## src/rtl/i2c_seq_pkg.sv

```systemverilog
package i2c_seq_pkg;

    typedef enum logic [1:0] {
        OP_START = 2'd0,
        OP_WRITE = 2'd1,
        OP_READ  = 2'd2,
        OP_STOP  = 2'd3
    } bus_op_e;

    typedef enum logic [1:0] {
        ST_IDLE = 2'd0,
        ST_RUN  = 2'd1,
        ST_CMD  = 2'd2,
        ST_RSP  = 2'd3
    } seq_state_e;

    localparam int CTRL_W = 16;
    localparam logic [CTRL_W-1:0] CTRL_MASK = 16'hCF87;

    localparam int B_STT = 0;
    localparam int B_STP = 1;
    localparam int B_RPT = 2;
    localparam int B_XA  = 8;
    localparam int B_TRX = 9;
    localparam int B_MST = 10;
    localparam int B_EN  = 15;

endpackage

```

## src/rtl/i2c_seq_fifo.sv

```systemverilog
module i2c_seq_fifo #(
    parameter int W     = 8,
    parameter int DEPTH = 4
) (
    input  logic         clk_i,
    input  logic         rst_ni,
    input  logic         flush_i,
    input  logic         push_i,
    input  logic [W-1:0] push_data_i,
    input  logic         pop_i,
    output logic [W-1:0] head_o,
    output logic         empty_o,
    output logic         full_o
);
    localparam int AW = $clog2(DEPTH);

    logic [W-1:0]  mem_q [DEPTH];
    logic [AW-1:0] wr_ptr_q, rd_ptr_q;
    logic [AW:0]   level_q;
    logic          push_ok, pop_ok;

    assign empty_o = (level_q == '0);
    assign full_o  = (level_q == (AW+1)'(DEPTH));
    assign push_ok = push_i && !full_o;
    assign pop_ok  = pop_i && !empty_o;
    assign head_o  = mem_q[rd_ptr_q];

    always_ff @(posedge clk_i or negedge rst_ni) begin
        if (!rst_ni) begin
            wr_ptr_q <= '0;
            rd_ptr_q <= '0;
            level_q  <= '0;
        end else if (flush_i) begin
            wr_ptr_q <= '0;
            rd_ptr_q <= '0;
            level_q  <= '0;
        end else begin
            if (push_ok) wr_ptr_q <= wr_ptr_q + 1'b1;
            if (pop_ok)  rd_ptr_q <= rd_ptr_q + 1'b1;
            level_q <= level_q + (AW+1)'(push_ok) - (AW+1)'(pop_ok);
        end
    end

    always_ff @(posedge clk_i) begin
        if (push_ok && !flush_i) mem_q[wr_ptr_q] <= push_data_i;
    end
endmodule

```

## src/rtl/i2c_seq_count.sv

```systemverilog
module i2c_seq_count #(
    parameter int W = 16
) (
    input  logic         clk_i,
    input  logic         rst_ni,
    input  logic         load_i,
    input  logic [W-1:0] load_val_i,
    input  logic         dec_i,
    output logic [W-1:0] val_o,
    output logic         zero_o
);
    logic [W-1:0] val_q;

    assign val_o  = val_q;
    assign zero_o = (val_q == '0);

    always_ff @(posedge clk_i or negedge rst_ni) begin
        if (!rst_ni)               val_q <= '0;
        else if (load_i)           val_q <= load_val_i;
        else if (dec_i && !zero_o) val_q <= val_q - 1'b1;
    end
endmodule

```

## src/rtl/i2c_xfer_seq.sv

```systemverilog
module i2c_xfer_seq
    import i2c_seq_pkg::*;
#(
    parameter int ADDR_W    = 7,
    parameter int DATA_W    = 8,
    parameter int BUF_DEPTH = 4,
    parameter int CNT_W     = 16
) (
    input  logic              clk_i,
    input  logic              rst_ni,
    input  logic              ctrl_we_i,
    input  logic [CTRL_W-1:0] ctrl_wdata_i,
    input  logic              count_we_i,
    input  logic [CNT_W-1:0]  count_wdata_i,
    input  logic [ADDR_W-1:0] slave_addr_i,
    input  logic              data_we_i,
    input  logic [DATA_W-1:0] data_wdata_i,
    input  logic              data_re_i,
    output logic [DATA_W-1:0] data_rdata_o,
    output logic [CTRL_W-1:0] ctrl_o,
    output logic [CNT_W-1:0]  count_o,
    output logic              bus_busy_o,
    output logic              xrdy_o,
    output logic              rrdy_o,
    output logic              ardy_o,
    output logic              nack_o,
    output logic              cmd_valid_o,
    input  logic              cmd_ready_i,
    output logic [1:0]        cmd_op_o,
    output logic [DATA_W-1:0] cmd_byte_o,
    input  logic              rsp_valid_i,
    input  logic              rsp_ack_i,
    input  logic [DATA_W-1:0] rsp_data_i
);
    localparam int ADDR_BYTE_W = ADDR_W + 1;

    seq_state_e        state_q, state_d;
    bus_op_e           op_q, op_d;
    logic [DATA_W-1:0] byte_q, byte_d;
    logic [CTRL_W-1:0] ctrl_q;
    logic [CNT_W-1:0]  cnt_cfg_q;
    logic              busy_q, ardy_q, nack_q;

    logic seq_pop, seq_push, flush, cnt_load, cnt_dec;
    logic clr_stt, clr_stp, clr_mst, ardy_d, nack_d, busy_set, busy_clr;
    logic [DATA_W-1:0] buf_head;
    logic buf_empty, buf_full, cnt_zero;
    logic [CNT_W-1:0] cnt_val;

    logic trx, rpt, stp, abort, start_ok, host_push, host_pop;
    assign trx       = ctrl_q[B_TRX];
    assign rpt       = ctrl_q[B_RPT];
    assign stp       = ctrl_q[B_STP];
    assign abort     = ctrl_we_i && !ctrl_wdata_i[B_EN];
    assign start_ok  = ctrl_q[B_EN] && ctrl_q[B_MST] && ctrl_q[B_STT] && !ctrl_q[B_XA];
    assign host_push = data_we_i && trx && !buf_full;
    assign host_pop  = data_re_i && !trx && !buf_empty;

    i2c_seq_fifo #(.W(DATA_W), .DEPTH(BUF_DEPTH)) buf_i (
        .clk_i       (clk_i),
        .rst_ni      (rst_ni),
        .flush_i     (flush),
        .push_i      (host_push || seq_push),
        .push_data_i (seq_push ? rsp_data_i : data_wdata_i),
        .pop_i       (host_pop || seq_pop),
        .head_o      (buf_head),
        .empty_o     (buf_empty),
        .full_o      (buf_full)
    );

    i2c_seq_count #(.W(CNT_W)) cnt_i (
        .clk_i      (clk_i),
        .rst_ni     (rst_ni),
        .load_i     (cnt_load),
        .load_val_i (cnt_cfg_q),
        .dec_i      (cnt_dec),
        .val_o      (cnt_val),
        .zero_o     (cnt_zero)
    );

    // State register
    always_ff @(posedge clk_i or negedge rst_ni) begin
        if (!rst_ni) begin
            state_q <= ST_IDLE;
            op_q    <= OP_START;
            byte_q  <= '0;
        end else begin
            state_q <= state_d;
            op_q    <= op_d;
            byte_q  <= byte_d;
        end
    end

    // Transitions and per-transition actions
    always_comb begin
        state_d  = state_q;
        op_d     = op_q;
        byte_d   = byte_q;
        seq_pop  = 1'b0;
        seq_push = 1'b0;
        flush    = 1'b0;
        cnt_load = 1'b0;
        cnt_dec  = 1'b0;
        clr_stt  = 1'b0;
        clr_stp  = 1'b0;
        clr_mst  = 1'b0;
        ardy_d   = 1'b0;
        nack_d   = 1'b0;
        busy_set = 1'b0;
        busy_clr = 1'b0;
        if (abort) begin
            state_d  = ST_IDLE;
            flush    = 1'b1;
            busy_clr = 1'b1;
        end else begin
            unique case (state_q)
                ST_IDLE: begin
                    if (!ctrl_we_i && start_ok) begin
                        clr_stt = 1'b1;
                        flush   = 1'b1;
                        op_d    = OP_START;
                        byte_d  = DATA_W'(ADDR_BYTE_W'({slave_addr_i, !trx}));
                        state_d = ST_CMD;
                    end
                end
                ST_RUN: begin
                    if (rpt ? stp : (cnt_zero && stp)) begin
                        op_d    = OP_STOP;
                        byte_d  = '0;
                        state_d = ST_CMD;
                    end else if (!rpt && cnt_zero) begin
                        ardy_d  = 1'b1;
                        clr_mst = 1'b1;
                        state_d = ST_IDLE;
                    end else if (trx && !buf_empty) begin
                        seq_pop = 1'b1;
                        op_d    = OP_WRITE;
                        byte_d  = buf_head;
                        state_d = ST_CMD;
                    end else if (!trx && !buf_full) begin
                        op_d    = OP_READ;
                        byte_d  = '0;
                        state_d = ST_CMD;
                    end
                end
                ST_CMD: begin
                    if (cmd_ready_i) state_d = ST_RSP;
                end
                ST_RSP: begin
                    if (rsp_valid_i) begin
                        unique case (op_q)
                            OP_START: begin
                                if (rsp_ack_i) begin
                                    busy_set = 1'b1;
                                    cnt_load = 1'b1;
                                    state_d  = ST_RUN;
                                end else begin
                                    nack_d   = 1'b1;
                                    clr_stp  = 1'b1;
                                    busy_clr = 1'b1;
                                    state_d  = ST_IDLE;
                                end
                            end
                            OP_WRITE: begin
                                cnt_dec = !rpt;
                                if (rsp_ack_i) begin
                                    state_d = ST_RUN;
                                end else begin
                                    nack_d  = 1'b1;
                                    clr_stp = 1'b1;
                                    state_d = ST_IDLE;
                                end
                            end
                            OP_READ: begin
                                seq_push = 1'b1;
                                cnt_dec  = !rpt;
                                state_d  = ST_RUN;
                            end
                            OP_STOP: begin
                                clr_stp  = 1'b1;
                                cnt_load = 1'b1;
                                flush    = trx;
                                busy_clr = 1'b1;
                                state_d  = ST_IDLE;
                            end
                        endcase
                    end
                end
            endcase
        end
    end

    // Control, count setting, bus hold and status pulses
    always_ff @(posedge clk_i or negedge rst_ni) begin
        if (!rst_ni) begin
            ctrl_q    <= '0;
            cnt_cfg_q <= '0;
            busy_q    <= 1'b0;
            ardy_q    <= 1'b0;
            nack_q    <= 1'b0;
        end else begin
            if (ctrl_we_i) begin
                ctrl_q <= ctrl_wdata_i & CTRL_MASK;
            end else begin
                if (clr_stt) ctrl_q[B_STT] <= 1'b0;
                if (clr_stp) ctrl_q[B_STP] <= 1'b0;
                if (clr_mst) ctrl_q[B_MST] <= 1'b0;
            end
            if (count_we_i) cnt_cfg_q <= count_wdata_i;
            if (busy_clr)      busy_q <= 1'b0;
            else if (busy_set) busy_q <= 1'b1;
            ardy_q <= ardy_d;
            nack_q <= nack_d;
        end
    end

    // Outputs
    always_comb begin
        cmd_valid_o  = (state_q == ST_CMD);
        cmd_op_o     = op_q;
        cmd_byte_o   = byte_q;
        ctrl_o       = ctrl_q;
        count_o      = cnt_val;
        bus_busy_o   = busy_q;
        ardy_o       = ardy_q;
        nack_o       = nack_q;
        data_rdata_o = buf_head;
        rrdy_o       = !trx && !buf_empty;
        xrdy_o       = (state_q == ST_RUN) && trx && buf_empty && (rpt ? !stp : !cnt_zero);
    end
endmodule

```

## config.mk

```make
export PLATFORM = sky130hd
export DESIGN_NAME = i2c_xfer_seq
export DESIGN_NICKNAME = d
export VERILOG_FILES = /design/src/rtl/i2c_seq_pkg.sv /design/src/rtl/i2c_seq_fifo.sv /design/src/rtl/i2c_seq_count.sv /design/src/rtl/i2c_xfer_seq.sv
export SDC_FILE = /design/constraint.sdc
export NUM_CORES = 1
export LEC_CHECK = 0
export ABC_AREA = 1
export ABC_CLOCK_PERIOD_IN_PS = 3180
export BUFFER_PORTS_ARGS = -buffer_cell sky130_fd_sc_hd__buf_2
export CORE_MARGIN = 2
export CORE_UTILIZATION = 50
export DETAILED_ROUTE_END_ITERATION = 10
export PLACE_DENSITY_LB_ADDON = 0.12
export SYNTH_ARGS = -nofsm -noshare
export SYNTH_HDL_FRONTEND = slang
export SYNTH_SLANG_ARGS = --single-unit
```

## constraint.sdc

```tcl
create_clock -name clk_i -period 3.18 [get_ports clk_i]
set_clock_uncertainty 0.15 [all_clocks]
set_input_delay 0.636 -clock clk_i [delete_from_list [all_inputs] [get_ports clk_i]]
set_output_delay 0.636 -clock clk_i [all_outputs]
set_load 0.005 [all_outputs]
```

# [Yosys cells after proc, flatten, opt, wreduce, memory -nomap -nowiden]
# Memories as Yosys holds them, arrays and structs flattened.
# Cells that the tools add are included.
[op_classes] reduce_logical=49 mux=87 add_sub_neg=5 eq_ne=14 bitwise=1
[op_table] op="$mux W1" n=53
[op_table] op="$mux W8" n=6
[op_table] op="$mux W2" n=17
[op_table] op="$mux W16" n=2
[op_table] op="$logic_and A1 B1 Y1" n=21
[op_table] op="$logic_not A16 Y1" n=1
[op_table] op="$pmux W8 S2" n=1
[op_table] op="$reduce_bool A2 Y1" n=8
[op_table] op="$sub A16 B1 Y16 const B" n=1
[op_table] op="$logic_not A1 Y1" n=10
[op_table] op="$ne A3 B3 Y1 const B" n=3
[op_table] op="$eq A2 B2 Y1 const B" n=4
[op_table] op="$pmux W1 S2" n=4
[op_table] op="$pmux W2 S4" n=1
[op_table] op="$ne A6 B6 Y1 const B" n=1
[op_table] op="$pmux W2 S3" n=1
[op_table] op="$reduce_and A5 Y1" n=1
[op_table] op="$add A2 B1 Y2 const B" n=2
[op_table] op="$eq A2 B1 Y1 const B" n=2
[op_table] op="$logic_not A2 Y1" n=2
[op_table] op="$ne A4 B4 Y1 const B" n=1
[op_table] op="$pmux W2 S2" n=1
[op_table] op="$reduce_and A4 Y1" n=1
[op_table] op="$reduce_or A2 Y1" n=2
[op_table] op="other kinds (9)" n=10
[totals] out_inout_bits=56 in_bits=64 reg_bits=64 n_memories=1 word_cells=172 ram_bits=32
[memory_table] memory="buf_i.mem_q" depth=4 width=8 rd=1 rd_ports_with_merged_regs=0 wr=1 line_no="i2c_seq_fifo.sv:17" source="logic [W-1:0] mem_q [DEPTH];"

# [Logic depth before layout (Yosys ltp)]
# Gate-level depths: netlist of the first run.
[depth] word_depth=12 ltp_mapped=16 mapped_depth_nobuf=16

# [Modules after synthesis]
# A second synthesis of the first run with hierarchy kept.
[unflattened] cells_unflattened=586 hier_area_um2=5248.8
[by_module_without_submodules] module="i2c_xfer_seq" cells_per_inst=262 seq_area_each_um2=1026.0 area_per_inst_um2=2306.0 instances=1
[by_module_without_submodules] module="i2c_seq_fifo" cells_per_inst=141 seq_area_each_um2=1136.1 area_per_inst_um2=1692.9 instances=1
[by_module_without_submodules] module="i2c_seq_count" cells_per_inst=183 seq_area_each_um2=400.4 area_per_inst_um2=1249.9 instances=1

# [Least setup slack after synthesis of the first run]
# Ideal clock, no wire load.
[synth_timing] kind="reg2reg" from="reg cnt_i.val_q[0] (netlist: cnt_i.val_o[0])" to="reg buf_i.level_q[2]" slack_ps=563 arrival_time_ps=2394 n_path_buf=0 required_time_ps=2957 stages_incl_launch_ff=17 period_less_slack_ps=2617 setup_time_ps=73 path_cell_list="dfrtp_1 -> inv_1 -> ha_1 -> inv_1 -> nor2_1 -> nand2_1 -> nor2_1 -> nand3_2 -> nand3_1 -> nand2_2 -> ha_1 -> inv_1 -> ha_1 -> inv_1 -> fa_1 -> xor2_1 -> nor2_1"
[synth_between] elab_chain_cells=10 elab_cells_between_ends=12
[synth_lines] element="start, declared" line_no="i2c_seq_count.sv:12" source="logic [W-1:0] val_q;"
[synth_lines] element="start signal, assigned" line_no="i2c_seq_count.sv:19" source="else if (load_i) val_q <= load_val_i;"
[synth_lines] element="start signal, assigned" line_no="i2c_seq_count.sv:20" source="else if (dec_i && !zero_o) val_q <= val_q - 1'b1;"
[synth_lines] element="$logic_not A16 Y1 (*)" line_no="i2c_seq_count.sv:15" source="assign zero_o = (val_q == '0);"
[synth_lines] element="$logic_and A1 B1 Y1 (on tied branches)" line_no="i2c_xfer_seq.sv:131, i2c_xfer_seq.sv:127"
[synth_lines] element="$mux W1 (on tied branches)" line_no="i2c_xfer_seq.sv:131, i2c_xfer_seq.sv:127"
[synth_lines] element="$mux W1 (*)" line_no="i2c_xfer_seq.sv:127" source="if (rpt ? stp : (cnt_zero && stp)) begin"
[synth_lines] element="$mux W1 (*)" line_no="i2c_xfer_seq.sv:116" source="unique case (state_q)"
[synth_lines] element="$mux W1 (*)" line_no="i2c_xfer_seq.sv:111" source="if (abort) begin"
[synth_lines] element="$logic_or A1 B1 Y1 (*)" line_no="i2c_xfer_seq.sv:65" source=".pop_i (host_pop || seq_pop),"
[synth_lines] element="$logic_and A1 B1 Y1 (*)" line_no="i2c_seq_fifo.sv:25" source="assign pop_ok = pop_i && !empty_o;"
[synth_lines] element="$sub A3 B1 Y3 (*)" line_no="i2c_seq_fifo.sv:40" source="level_q <= level_q + (AW+1)'(push_ok) - (AW+1)'(pop_ok);"
[synth_lines] element="$mux W3 (*)" line_no="i2c_seq_fifo.sv:33" source="end else if (flush_i) begin"
[synth_lines] element="end signal, assigned" line_no="i2c_seq_fifo.sv:40"
[synth_lines] element="end, declared" line_no="i2c_seq_fifo.sv:19" source="logic [AW:0] level_q;"
# Every way passes the cells marked *; elsewhere a longest branch is shown, timed or not.
# A chain may end at the register's enable or synchronous reset.

# [Worst setup path in the final report of the first run]
[layout_timing] from="reg buf_i.rd_ptr_q[0]" to="out data_rdata_o[4]"
[layout_between] elab_chain_cells=1
[layout_lines] element="start, declared" line_no="i2c_seq_fifo.sv:18" source="logic [AW-1:0] wr_ptr_q, rd_ptr_q;"
[layout_lines] element="start signal, assigned" line_no="i2c_seq_fifo.sv:39" source="if (pop_ok) rd_ptr_q <= rd_ptr_q + 1'b1;"
[layout_lines] element="$mem_v2 Z4 W8"
[layout_lines] element="end, declared" line_no="i2c_xfer_seq.sv:19" source="output logic [DATA_W-1:0] data_rdata_o,"
# Every way passes these cells.

==> results.tsv, run 1 <==
metric	value	unit
status	finished clean	
drt drc	0	
Starting DRT DRC Count	207	
Post-CTS Resized	0	
area grow syn2layout	17.9	%
# diodes	0	
fmax	346	MHz
GP Congestion	0.848	
Synthesis Warnings	0	
clock root buffer	clkbuf_8	
Row Count	36	
area leader, netlist	dfrtp_1	
final hold violation count	0	
total CTS buffers	9	
port bufs	107	
Post-Place Worst Slack	329	ps
Wirelength per Cell	14.2	microns
Bufs on Longest Clock Path	2	
pin count of the biggest net entering global routing	30	
Max Cap Viol	0	
global-route wire length before repair	18900	microns
Post-CTS Hold Fix Bufs	0	
critical path class	reg2out	
flops & latches, synth	96	
relative slew slack	54.9	%
Vias/cell	5.14	
H-tree depth	3	
Worst EP arrival	2100	ps
Critical Path RT	2390	ps
startpoint types	flop	
Syn Inst Count	546	
RSZ-0062 raised after global routing	no	
Leak	0.00284	uW
pins over their slew limit	0	
crit path time final	2890	ps
hold crit path type	in2async	
via count	4100	
most common cell after layout, fill and taps aside	nand2_1	
I/O Pins	120	
final core utilization	60.5	%
Global Route Usage Sum	21.5	%
antenna violations before repair	0	
Die Y	104	microns
Crit. End Element	output pin	
crit-path max FO	21	
Synth cell types	42	
Cell Area, Synth	5000	sq um
fin nets	740	
top cells by area, synth	dfrtp_1, edfxtp_1, nand2_1	
vias in the first global route	3910	
die area	10800	sq um
pwr dens	728	nW/um^2
VDD IR max	0.000348	V
First-pass DRT Iterations	4	
insertion delay to the later sink of the worst-skew pair	360	ps
area share of the largest cell type after synthesis	32.0	%
sequential element share of the synthesized area	51.3	%
hpwl dp	8400	microns
Worst-Margin Slew	676	ps
Clock transition at path regs	100	ps
Initial Util	51.4	%
Sink Count	96	
Post-CTS Setup Inserts	0	
DRT antenna net count	0	
GRT Residual Overflow	0	
R2R cell count	16	
Setup WS post-layout	293	ps
Syn Area/Cell	9.15	sq um
TNS Setup	0	ps
core area	9730	sq um
# setup viols final	0	
drt total wl	11300	microns
most frequent cells in the layout	nand2_1, buf_2, dfrtp_1	
CTS tree	built	
ratio of final minimum period to clock period	90.8	%
share of cells above drive strength 1	27.1	%
Die Wd	104	microns
cells by family (layout without fill, tap and decap cells):
| family | after synthesis | count (layout) | synth area share [%] |
|---|---|---|---|
| simple gates | 256 | 256 | 23.0 |
| flops | 96 | 96 | 51.3 |
| compound gates | 74 | 74 | 9.16 |
| buf+inv | 73 | 186 | 6.06 |
| mux | 18 | 18 | 4.06 |
| fa+ha+maj | 17 | 17 | 4.41 |
| xor+xnor | 11 | 11 | 1.93 |
| other cells | 1 | 6 | 0.0750 |
per-stage QoR:
step | total power [uW] | hold WS (ps) | cell area (sq um) | cells
after floorplan | 2870 | 190 | 5020 | 551
after global placement | 3410 | 301 | 5680 | 781
after detailed placement | 3470 | 307 | 5680 | 781
after CTS | 4320 | 158 | 5890 | 797
after global routing | 4650 | 200 | 5890 | 797
final | 4290 | 153 | 5890 | 797
registers in the layout, indices dropped and copies added (netlist names):
signal and count:
buf_i.mem_q 32, cmd_op_o 2, buf_i.wr_ptr_q 2, state_q 2
ardy_o 1, buf_i.rd_ptr_q 2, ctrl_o 10, cmd_byte_o 8
nack_o 1, cnt_i.val_o 16, cnt_cfg_q 16, bus_busy_o 1
buf_i.level_q 3
cells in the mapped netlist:
cell type	n
nand2_1	135
dfrtp_1	64
nor2_1	55
inv_1	50
nand3_1	33
edfxtp_1	32
o21ai_0	32
mux2_2	18
ha_1	16
o22ai_1	9
xor2_1	9
nor2_2	8
o221ai_1	8
o211ai_1	7
a21oi_1	6
buf_4	6
clkbuf_1	6
inv_2	5
nand2_2	5
nand4_1	5
nand3_2	4
a31oi_1	3
buf_2	3
nor3_1	3
a21o_1	2
buf_1	2
nor2_8	2
nor4_1	2
o21ai_1	2
xnor2_1	2
a211oi_1	1
a21boi_2	1
a22o_1	1
a41oi_1	1
conb_1	1
fa_1	1
inv_4	1
nand2_4	1
nand3_4	1
nand4_2	1
nor2_4	1
o21ai_2	1
final timing paths:
kind                              startpoint                to  slack (ps)
max reg2reg                   cnt_i.val_o[1]  buf_i.level_q[2]         390
max                        buf_i.rd_ptr_q[0]   data_rdata_o[4]         290
min reg2reg                       ctrl_o[11]        ctrl_o[11]         330
min                                   rst_ni    cnt_i.val_o[1]         150
min in group clk_i           ctrl_wdata_i[0]         ctrl_o[0]         330
max in group asynchronous             rst_ni        bus_busy_o        1950
worst max-delay path, cell delays in order (launching register included):
cell,delay [ps]
dfrtp_1,760
inv_1,400
o21ai_0,250
o22ai_1,160
buf_2,170
power by group:
group	total, uW	switching, uW	internal, uW
clock network	846	466	380
logic	1650	985	662
registers	1800	268	1530
final cells by class:
class                      count  area [sq um]
clock buffer                   9           124
clock inverter                 7          86.3
fill                         884          3840
inverter                      56           213
multi-input combinational    382          2150
sequential                    96          2560
tap                          133           166
timing repair buffer         114           588
layer usage:
| metal | vias up | track usage, % | share of wire (%) |
|---|---|---|---|
| met4 | 0 | 6.56 | 1.1 |
| met1 | 1956 | 30.6 | 47 |
| met5 | - | 0 | 0 |
| met2 | 104 | 34.7 | 47 |
| met3 | 10 | 2.76 | 4.4 |
| li1 | 2030 | - | - |
No activity file was read; power rests on OpenSTA's default activity.
==> inputs of run 2 (changes only) <==
- ABC_CLOCK_PERIOD_IN_PS: 3180 -> 3710
- CORE_MARGIN: 2 -> 3
- CTS_CLUSTER_SIZE: not set -> 30
- clock period: 3.18 -> 3.71 ns (I/O delays scaled with it)
==> results.tsv, run 2 (synthesis results as in run 1) <==
metric	value	unit	change
status	finished clean		unchanged
TNS Setup	0	ps	unchanged
# setup viols final	0		unchanged
fin nets	738		was 740
pins over their slew limit	0		unchanged
Post-CTS Resized	0		unchanged
worst path buffer plus inverter count	3		was 2
drt drc	0		unchanged
drt total wl	11600	microns	was 11300 microns
Vias/cell	5.18		was 5.14
Reg with most FFs	buf_i.mem_q		unchanged
GP Congestion	0.842		was 0.848
final hold violation count	0		unchanged
ratio of final minimum period to clock period	87.3	%	
Critical Path RT	2820	ps	was 2390 ps
via count	4098		was 4100
pin count of the biggest net entering global routing	41		was 30
Sink Count	96		unchanged
hpwl dp	8640	microns	was 8400 microns
port bufs	107		unchanged
delay-heaviest family, CP	buffers and inverters		was flip-flops
total CTS buffers	9		unchanged
CP Cell Sequence	inv_1, ha_1, inv_1, nor4_1, buf_2		was inv_1, o21ai_0, o22ai_1, buf_2
die area	11200	sq um	was 10800 sq um
Max Cap Viol	0		unchanged
GRT Residual Overflow	0		unchanged
Crit. End Element	output pin		unchanged
Global Route Usage Sum	21.3	%	was 21.5%
Bufs on Longest Clock Path	2		unchanged
RSZ-0062 raised after global routing	no		unchanged
# diodes	0		unchanged
Row Count	35		was 36
slowest stage cell, crit path	nor4_1		was dfrtp_1
H-tree depth	3		unchanged
insertion delay to the later sink of the worst-skew pair	370	ps	was 360 ps
startpoint types	flop		unchanged
area grow syn2layout	17.0	%	was 17.9%
critical path class	reg2out		unchanged
DRT antenna net count	0		unchanged
VDD IR max	0.000281	V	was 0.000348 V
CP dominant cell by count	inv_1		
post-route cell area	5850	sq um	was 5890 sq um
Initial Util	52.8	%	was 51.4%
share of cells above drive strength 1	26.7	%	was 27.1%
Starting DRT DRC Count	221		was 207
most frequent cells in the layout	nand2_1, buf_2, dfrtp_1		unchanged
crit-path max FO	14		was 21
Die Wd	106	microns	was 104 microns
antenna violations before repair	0		unchanged
vias in the first global route	3911		was 3910
global-route wire length before repair	19200	microns	was 18900 microns
pwr dens	618	nW/um^2	was 728 nW/um^2
Max stage delay on crit path	490	ps	was 760 ps
First-pass DRT Iterations	4		unchanged
I/O Pins	120		unchanged
Post-CTS Setup Inserts	0		unchanged
Die Y	106	microns	was 104 microns
Clock transition at path regs	100	ps	about the same
CTS tree	built		unchanged
final core utilization	61.8	%	was 60.5%
relative slew slack	40.4	%	was 54.9%
fmax	309	MHz	
Post-CTS Hold Fix Bufs	0		unchanged
Fill cells	848		was 884
Leak	0.00281	uW	was 0.00284 uW
Worst-Margin Slew	894	ps	was 676 ps
clock root buffer	clkbuf_8		unchanged
most common cell after layout, fill and taps aside	nand2_1		unchanged
max reg flops	32		unchanged
crit path time final	3240	ps	
core area	9460	sq um	was 9730 sq um
Wirelength per Cell	14.7	microns	was 14.2 microns
Worst EP arrival	2350	ps	was 2100 ps
hold crit path type	reg2reg		was in2async
Area after DPL	5660	sq um	was 5680 sq um
-- run 2: final timing paths --
check	start	to	slack, ps	cells past startpoint
worst min register to register	ctrl_o[14]	ctrl_o[14]	330	2
worst max-delay path	state_q[1]	xrdy_o	470	5
min in group asynchronous	rst_ni	cnt_i.val_o[1]	350	1
max in group asynchronous	rst_ni	nack_o	2180	2
worst min-delay path	ctrl_o[14]	ctrl_o[14]	330	2
worst max register to register	state_q[1]	buf_i.level_q[2]	610	13
-- run 2: tightest hold or removal path, stage by stage (launching register included) --
cell     delay, ps
dfrtp_1        350
nand2_1         50
nand2_1         50
-- run 2: layout make-up --
class	count	area, sq um	share of cell area [%]
inverter	56	213	3.64
clock inverter	7	62.6	1.07
tap	129	161	2.76
sequential	96	2560	43.8
multi-input combinational	382	2150	36.8
timing repair buffer	112	573	9.80
clock buffer	9	124	2.12
-- run 2: stage by stage --
step	power (uW)	hold WS [ps]	cells	setup slack, ps
after floorplan	2460	296	551	1090
after global placement	2920	302	775	730
after detailed placement	2970	308	775	631
after CTS	3640	333	791	505
after global routing	3900	359	791	334
final	3610	331	791	471
-- run 2: power by group --
| part | internal [uW] | switching, uW | leakage [uW] |
|---|---|---|---|
| registers | 1310 | 230 | 0.00107 |
| logic | 564 | 843 | 0.00165 |
| clock network | 257 | 411 | 0.0000859 |
| total | 2130 | 1480 | 0.00281 |
-- run 2: metal layers --
layer / GRT usage, % / up-vias / wire, microns
met1: 29.4 / 1941 / 5280
met4: 6.38 / 0 / 187
met3: 2.98 / 14 / 567
met2: 35.2 / 113 / 5580
met5: 0 / - / 0
li1: - / 2030 / -
